`src/rtl/gpr_pkg.sv`:
```
package gpr_pkg;
  localparam int unsigned DEF_NREGS = 8;
  localparam int unsigned DEF_XLEN  = 32;
  typedef enum logic [1:0] {
    SRC_ZERO   = 2'd0,
    SRC_STORED = 2'd1,
    SRC_FWD    = 2'd2
  } rd_src_e;
endpackage

```
`src/rtl/gpr_storage.sv`:
```
module gpr_storage #(
  parameter int unsigned NREGS = 8,
  parameter int unsigned XLEN  = 32,
  localparam int unsigned IDXW = $clog2(NREGS)
) (
  input  logic                  clk,
  input  logic                  rst,
  input  logic                  wr_en,
  input  logic [IDXW-1:0]       wr_idx,
  input  logic [XLEN-1:0]       wr_data,
  output logic [NREGS*XLEN-1:0] flat_q
);
  // Entry 0 is a constant; entries 1..NREGS-1 are flops.
  assign flat_q[XLEN-1:0] = '0;
  for (genvar g = 1; g < NREGS; g++) begin : g_ent
    logic [XLEN-1:0] q;
    always_ff @(posedge clk) begin
      if (rst)
        q <= '0;
      else if (wr_en && (wr_idx == IDXW'(g)))
        q <= wr_data;
    end
    assign flat_q[g*XLEN +: XLEN] = q;
  end
endmodule

```
`src/rtl/gpr_read_port.sv`:
```
module gpr_read_port
  import gpr_pkg::*;
#(
  parameter int unsigned NREGS = 8,
  parameter int unsigned XLEN  = 32,
  localparam int unsigned IDXW = $clog2(NREGS)
) (
  input  logic [IDXW-1:0]       sel,
  input  logic [NREGS*XLEN-1:0] flat_q,
  input  logic                  wr_en,
  input  logic [IDXW-1:0]       wr_idx,
  input  logic [XLEN-1:0]       wr_data,
  output logic [XLEN-1:0]       rdata
);
  rd_src_e src;
  always_comb begin
    if (sel == '0)
      src = SRC_ZERO;
    else if (wr_en && (wr_idx == sel))
      src = SRC_FWD;
    else
      src = SRC_STORED;
  end
  always_comb begin
    unique case (src)
      SRC_ZERO: rdata = '0;
      SRC_FWD:  rdata = wr_data;
      default:  rdata = flat_q[sel*XLEN +: XLEN];
    endcase
  end
endmodule

```
`src/rtl/gpr_file.sv`:
```
module gpr_file #(
  parameter int unsigned NREGS = gpr_pkg::DEF_NREGS,
  parameter int unsigned XLEN  = gpr_pkg::DEF_XLEN,
  localparam int unsigned IDXW = $clog2(NREGS)
) (
  input  logic            clk,
  input  logic            rst,
  input  logic [IDXW-1:0] sel_a,
  input  logic [IDXW-1:0] sel_b,
  input  logic            wr_en,
  input  logic [IDXW-1:0] wr_idx,
  input  logic [XLEN-1:0] wr_data,
  output logic [XLEN-1:0] opnd_a,
  output logic [XLEN-1:0] opnd_b
);
  logic [NREGS*XLEN-1:0] flat_q;

  gpr_storage #(.NREGS(NREGS), .XLEN(XLEN)) u_store (
    .clk(clk), .rst(rst), .wr_en(wr_en), .wr_idx(wr_idx),
    .wr_data(wr_data), .flat_q(flat_q)
  );

  logic [1:0][IDXW-1:0] sels;
  logic [1:0][XLEN-1:0] outs;
  assign sels[0] = sel_a;
  assign sels[1] = sel_b;

  for (genvar p = 0; p < 2; p++) begin : g_port
    gpr_read_port #(.NREGS(NREGS), .XLEN(XLEN)) u_rp (
      .sel(sels[p]), .flat_q(flat_q), .wr_en(wr_en), .wr_idx(wr_idx),
      .wr_data(wr_data), .rdata(outs[p])
    );
  end

  assign opnd_a = outs[0];
  assign opnd_b = outs[1];
endmodule

```
`config.mk`:
```
export PLATFORM = sky130hd
export DESIGN_NAME = gpr_file
export DESIGN_NICKNAME = d
export VERILOG_FILES = /design/src/rtl/gpr_pkg.sv /design/src/rtl/gpr_storage.sv /design/src/rtl/gpr_read_port.sv /design/src/rtl/gpr_file.sv
export SDC_FILE = /design/constraint.sdc
export NUM_CORES = 1
export LEC_CHECK = 0
export CORE_MARGIN = 4
export CORE_UTILIZATION = 50
export DETAILED_ROUTE_END_ITERATION = 7
export HOLD_SLACK_MARGIN = 0.05
export PLACE_DENSITY = 0.74
export SYNTH_ARGS = -nofsm -noshare
export SYNTH_HDL_FRONTEND = slang
export SYNTH_SLANG_ARGS = --single-unit
```
`constraint.sdc`:
```
create_clock -name clk -period 4.37 [get_ports clk]
set_clock_uncertainty 0.1 [all_clocks]
set_input_delay 0.437 -clock clk [delete_from_list [all_inputs] [get_ports clk]]
set_output_delay 0.437 -clock clk [all_outputs]
set_load 0.1 [all_outputs]
```
# [Yosys cells after proc, flatten, opt, wreduce, memory -nomap -nowiden]
# Cells that the tools add are included.
[word_totals] reg_bits=224 input_bits=44 elab_cells=39 output_inout_bits=64
[classes] n_shift=2 n_eq_ne=11 n_reduce_logical=13 n_mux=6
[op_table] cell="$shiftx A256 B9 Y32" count=2
[op_table] cell="$pmux W32 S2" count=2
[op_table] cell="$eq A3 B3 Y1 const B" count=4
[op_table] cell="$logic_and A1 B1 Y1" count=9
[op_table] cell="$mux W2" count=4
[op_table] cell="$eq A3 B2 Y1 const B" count=2
[op_table] cell="$eq A3 B3 Y1" count=2
[op_table] cell="$logic_not A3 Y1" count=2
[op_table] cell="$eq A2 B2 Y1 const B" count=2
[op_table] cell="$logic_not A2 Y1" count=2
[op_table] cell="$eq A3 B1 Y1 const B" count=1

# [Longest topological paths before layout]
# Gate-level depths: netlist of the first run.
[logic_depth] ltp_word=6 depth_mapped=7

# [By module]
# A second synthesis of the first run with hierarchy kept.
[unflattened] hier_cells=1126 hier_area_um2=13807.0
[by_module_without_submodules] module="gpr_storage" cells_each=802 area_per_inst_um2=9064.9 instances=1
[by_module_without_submodules] module="gpr_read_port" cells_each=162 area_per_inst_um2=2371.0 instances=2

# [Worst setup path after synthesis of the first run]
# OpenSTA, ideal clock, no wires.
[synth_timing] kind="input to output" from="in sel_b[1]" to="out opnd_b[0]" arrival_ns=2.323 path_buffers=2 cell_stages=6 required_ns=3.833 setup_slack_ns=1.510 cell_sequence="buf_6 > or3b_1 > a211o_1 > a21oi_4 > buf_6 > a22o_1"
[synth_via] elab_chain_len=6 word_cells_on_any_way=9 classes_between="eq/ne: 2; shift: 1; mux: 3; reduce/logical: 3"
[synth_rtl] item="start, declared" line_no="gpr_file.sv:9" rtl="input logic [IDXW-1:0] sel_b,"
[synth_rtl] item="parallel branches: the longest is 5 deep, another holds $shiftx A256 B9 Y32"
[synth_rtl] item="$pmux W32 S2 (*)" line_no="gpr_read_port.sv:25" rtl="unique case (src)"
[synth_rtl] item="end, declared" line_no="gpr_file.sv:14" rtl="output logic [XLEN-1:0] opnd_b"
# Every way passes the cells marked *.

# [Final worst setup path of the first run]
[layout_timing] from="in wr_idx[0]" to="out opnd_a[28]"
[layout_via] elab_chain_len=6 word_cells_on_any_way=7 classes_between="eq/ne: 2; mux: 3; reduce/logical: 2"
[layout_rtl] item="start, declared" line_no="gpr_file.sv:11" rtl="input logic [IDXW-1:0] wr_idx,"
[layout_rtl] item="$eq A3 B3 Y1 (*)" line_no="gpr_read_port.sv:19" rtl="else if (wr_en && (wr_idx == sel))"
[layout_rtl] item="$logic_and A1 B1 Y1 (*)" line_no="gpr_read_port.sv:19"
[layout_rtl] item="$mux W2 (*)" line_no="gpr_read_port.sv:19"
[layout_rtl] item="$mux W2 (*)" line_no="gpr_read_port.sv:17" rtl="if (sel == '0)"
[layout_rtl] item="$eq A2 B2 Y1 / $logic_not A2 Y1 (equally long branches)" line_no="gpr_read_port.sv:25"
[layout_rtl] item="$pmux W32 S2 (*)" line_no="gpr_read_port.sv:25"
[layout_rtl] item="end, declared" line_no="gpr_file.sv:13" rtl="output logic [XLEN-1:0] opnd_a,"
# Mark *: on every way between the ends. The rest lies on a longest branch, timed or not.

==> results of run 1 <==
==> worst max path at each step <==
stage                         start          to  slack (ps)
after floorplan            sel_b[1]   opnd_b[0]        1510
after global placement    wr_idx[2]   opnd_a[1]         920
after detailed placement  wr_idx[2]  opnd_a[28]         860
after CTS                 wr_idx[0]  opnd_a[28]         840
after global routing      wr_idx[0]  opnd_a[26]         650
final                     wr_idx[0]  opnd_a[28]         780
==> layer usage <==
layer / global-route usage (%) / vias to the layer above / share of wire (%)
met5: 0 / - / 0.067
met2: 49.7 / 596 / 49
li1: - / 5186 / -
met4: 10.5 / 4 / 3.7
met3: 4.92 / 117 / 9.5
met1: 35.7 / 5467 / 38
==> per-stage QoR <==
step / cell area, um2 / power [mW] / instances
after floorplan: 12100 / 2.68 / 1493
after global routing: 14600 / 5.24 / 1829
final: 14600 / 5.11 / 1830
after CTS: 14600 / 5.11 / 1828
after global placement: 13800 / 2.95 / 1786
after detailed placement: 13800 / 2.96 / 1786
==> where the power goes <==
group	leakage (nW)	total (mW)	switching [mW]	internal (mW)
Combinational	2.64	0.811	0.538	0.273
Clock	0.406	2.18	0.850	1.33
Sequential	1.81	2.12	0.0305	2.09
==> cells by family after synthesis <==
kind of cell	count (synthesis)	share of synthesized area, %
and+or+nand+nor	545	17.3
AOI/OAI and AO/OA	422	21.1
DFF	224	37.2
buffers and inverters	169	6.13
muxes	128	17.9
xor gates and xnor gates	5	0.363
==> area by class of cell <==
class / instances / area [um2] / share of cell area [%]
Antenna cell: 2 / 5.00 / 0.0342
Clock buffer: 35 / 693 / 4.74
Clock inverter: 7 / 135 / 0.925
Inverter: 1 / 3.75 / 0.0257
Multi-Input combinational cell: 1100 / 6890 / 47.2
Sequential cell: 224 / 4480 / 30.7
Tap cell: 319 / 399 / 2.73
Timing Repair Buffer: 142 / 2000 / 13.7
==> worst max-delay path: cells and delay by family <==
kind / cells / cell delay (ps)
buf+inv: 3 / 1240
xor+xnor: 1 / 350
compound gates: 2 / 820
simple gates: 1 / 190
==> layout by cell type, fill, tap and decap left out, types with 3 or more instances in the layout <==
master / instances
buf_2: 4
clkbuf_16: 25
nand2b_1: 3
nand2_1: 517
buf_12: 68
nor2b_1: 3
buf_4: 33
clkinv_2: 3
clkbuf_8: 3
o21ai_0: 64
bufinv_16: 4
dfxtp_1: 224
clkbuf_1: 7
nand3_1: 5
mux4_2: 64
a22o_1: 64
xnor2_1: 5
a21oi_1: 224
nor2_2: 6
clkdlybuf4s50_1: 36
a22oi_1: 64
mux2_2: 64
==> impl_metrics.toml, run 1 <==
[run_status]
status = "finished, final reports clean"

[synth]
synth_cells = 1493
async_flop_share_pct = 0
syn_area_per_cell_um2 = 8.07
yosys_warnings = 0
synth.ff_latch_count = 224
yosys-top-cells-area = "dfxtp_1 (37%), nand2_1 (16%), mux4_2 (12%), a21oi_1 (9.3%), mux2_2 (6.0%)"
synth_ff_type = "dfxtp_1"
synth_top_area_share_pct = 37.2
syn_nets = 1537
yosys.cell_count.top_type = "nand2_1"
synth_edf_count = 0
yosysUniqueCellTypes = 27
yosysTopAreaCell = "dfxtp_1"
synth_area_um2 = 12100
seq_area_frac_synth_pct = 37.2
yosys-top-cells-count = "nand2_1 (519), a21oi_1 (225), dfxtp_1 (224)"

[sta]
finalHoldViolations = 0
rsz0062_at_grt = "no"
period_share_pct = 82.3
fmaxAchievable_mhz = 278
setup_tns_ps = 0
final-setup-viol-count = 0
holdWs_ps = 367
tightestPinTransition_ps = 993
fin_crit_ps = 3590
setup_ws_ps = 775
relSlewSlack_pct = 33.8
maxSlewViolCount = 0

[hold_path]
hold_class = "reg2reg"
hold_path_startpoint = "u_store.g_ent[7].q[7]"
hold_end = "u_store.g_ent[7].q[7]"
min_path_cells = 2

[clocking]
cts_tree = "yes"
cts_max_level = 1
cts.sinks = 224
cts_buffer_depth = 3
holdBufCountCts = 0
clock_latency_ps = 530
clock-root-buffer = "clkbuf_16"
post-cts-setup-buffers = 0
cts_buffers = 24
cts_resized = 0
clk_pin_slew_ps = 60

[worst_setup_path]
cp_data_required_time_ps = 3830
r2r_cells = 2
crit_slowest_cell = "clkdlybuf4s50_1"
r2r-start = "u_store.g_ent[5].q[20]"
slowest_delay_ps = 650
r2r_end = "u_store.g_ent[5].q[20]"
start_kind = "primary input"
crit_path_end_kind = "output pin"
r2r_slack_ps = 3550
crit_chain = "clkdlybuf4s50_1 -> xnor2_1 -> nand3_1 -> a21oi_4 -> buf_4 -> a22o_1 -> buf_12"
critical_path_arrival_ps = 3060
cp_max_fo = 17
crit_type = "in2out"

[grt]
grt_overflow = 0
grt_pass1_wl_mm = 61.1
antenna_found_initial = 3
grtUsageTotal_pct = 28.6
first_global_vias = 11316
grt_max_degree = 126

[place]
gp_congestion = 0.835
hpwl_mm = 23.2
pre_cts_ws_ps = 858
port_buffers = 107

[route]
wl_per_cell_um = 21.2
via_per_inst = 6.21
antenna_left = 0
drt_pass1_iterations = 5
vias = 11370
first_iter_violations = 1178
wirelength_mm = 38.9
drc_errors = 0

[cells_and_area]
largest_reg_flops = 224
final_util_pct = 61.9
fill_cells = 1997
top_register = "u_store.g_ent.q"
area_growth_pct = 21.2
fin_nets = 1537
reg_top3 = "u_store.g_ent.q (224)"
drive_gt1_share_pct = 18.8

[job]
drv_cap = 0

[die]
num_rows = 56
ioPinCount = 108
core_um2 = 23600
dieArea_um2 = 26700
die_y_um = 163
start_util_pct = 51.1
die_x_um = 163

[power_and_ir_drop]
p_leak_nw = 4.86
peakVddDrop_mv = 0.247
power_density_nw_per_um2 = 349
No activity file was read; power rests on OpenSTA's default activity.
==> inputs of run 2 (changes only) <==
clock period = 3.5 ns   (was 4.37 ns; I/O delays follow)
==> run 2 against run 1 <==
Compared with the run above:
- via count barely moved
- largest power group unchanged
- final cell count rose by 1.0%
- clock power rose by 24%
- count of clock-buffer cells in the layout fell by 5
- total power rose by 25%
- final area rose by 1.4%
- highest routed layer is now met4
- critical path depth did not move
- sequential share of layout area fell by 0.44 points
- non-clock buffer count rose by 19
==> impl_metrics.toml, run 2 (same netlist as run 1, synthesis figures left out) <==
[run_status]
status = "finished, final reports clean"

[sta]
relSlewSlack_pct = 42.4
finalHoldViolations = 0
fin_crit_ps = 3050
maxSlewViolCount = 0
tightestPinTransition_ps = 864
rsz0062_at_grt = "no"
fmaxAchievable_mhz = 328
setup_tns_ps = 0
setup_ws_ps = 447
final-setup-viol-count = 0
period_share_pct = 87.2

[die]
die_x_um = 163
num_rows = 56
dieArea_um2 = 26700
start_util_pct = 51.1
die_y_um = 163
core_um2 = 23600
ioPinCount = 108

[worst_setup_path]
cp_max_fo = 25
r2r_slack_ps = 2660
cp_data_required_time_ps = 3050
r2r_cells = 2
crit_top_cell = "buf_12"
crit_type = "in2out"
start_kind = "primary input"
crit_slowest_cell = "clkdlybuf4s50_1"
slowest_delay_ps = 640
critical_path_arrival_ps = 2600
crit_chain = "clkdlybuf4s50_1 -> or3b_1 -> a211o_1 -> a21oi_4 -> buf_12 -> a22o_1 -> buf_12"
crit_path_end_kind = "output pin"

[cells_and_area]
area_growth_pct = 23.0
fin_nets = 1556
instances_no_fill = 1849
mostFrequentLayoutCell = "nand2_1"
stdcell_area_um2 = 14800
fill_cells = 1990
top_register = "u_store.g_ent.q"
largest_reg_flops = 224
reg_top3 = "u_store.g_ent.q (224)"
drive_gt1_share_pct = 20.0
final_cell_mix = "nand2_1 (519), a21oi_1 (224), dfxtp_1 (224)"

[clocking]
cts.sinks = 224
post-cts-setup-buffers = 0
cts_tree = "yes"
holdBufCountCts = 0
cts_max_level = 1
cts_buffers = 24
cts_buffer_depth = 3
clock_latency_ps = 520
clk_pin_slew_ps = 60
clock-root-buffer = "clkbuf_16"
cts_resized = 0

[place]
pre_cts_ws_ps = 476
hpwl_mm = 23.9
port_buffers = 107
gp_congestion = 0.864
dp.cells = 1805
placedInstanceArea_um2 = 14000

[route]
wirelength_mm = 38.5
first_iter_violations = 1259
wl_per_cell_um = 20.8
vias = 11376
via_per_inst = 6.15
drt_pass1_iterations = 6
drc_errors = 0
antenna_left = 0

[grt]
first_global_vias = 11396
grt_overflow = 0
grtUsageTotal_pct = 28.3
antenna_found_initial = 2
grt_max_degree = 84
grt_pass1_wl_mm = 60.5

[hold_path]
min_path_cells = 2
hold_class = "in2reg"

[power_and_ir_drop]
p_leak_nw = 4.98
power_density_nw_per_um2 = 430
peakVddDrop_mv = 0.360
power.total_mw = 6.38

[job]
drv_cap = 0
run 2: per-layer routing:
metal / wire, um / vias to the layer above / track usage, %
met2: 18600 / 604 / 48.1
met4: 1610 / 0 / 12.5
li1: - / 5226 / -
met5: 0 / - / 0
met3: 3690 / 125 / 5.00
met1: 14600 / 5421 / 35.4
run 2: power breakdown:
group | leakage, nW | internal [mW] | switching, mW
combinational | 2.75 | 0.358 | 0.670
clock | 0.412 | 1.65 | 1.06
sequential | 1.81 | 2.60 | 0.0374
run 2: cell type report:
cell class / instances / area (um2) / area share [%]
tap: 319 / 399 / 2.69
sequential: 224 / 4480 / 30.2
multi-input combinational: 1100 / 6890 / 46.5
antenna: 3 / 7.51 / 0.0506
clock inverter: 11 / 161 / 1.09
clock buffer: 30 / 674 / 4.55
inverter: 1 / 3.75 / 0.0253
timing repair buffer: 161 / 2210 / 14.9
run 2: path summary, 6_finish.rpt:
check | from | to
setup / recovery | wr_idx[1] | opnd_b[1]
hold / removal | rst | u_store.g_ent[2].q[19]
setup reg to reg | u_store.g_ent[4].q[11] | u_store.g_ent[4].q[11]
hold reg to reg | u_store.g_ent[6].q[8] | u_store.g_ent[6].q[8]
run 2: critical path, delay by kind of cell:
kind	cells	cell delay (ps)
AND/OR/NAND/NOR	1	450
AO/OA/AOI/OAI	3	720
buffers and inverters	3	1060
run 2: per-stage QoR:
stage          utilization [%]  hold slack, ps
4_1_cts                   62.7             202
6_report                  62.8             209
5_1_grt                   62.8             233
3_3_place_gp              59.2             348
3_5_place_dp              59.2             358
2_1_floorplan                -             342
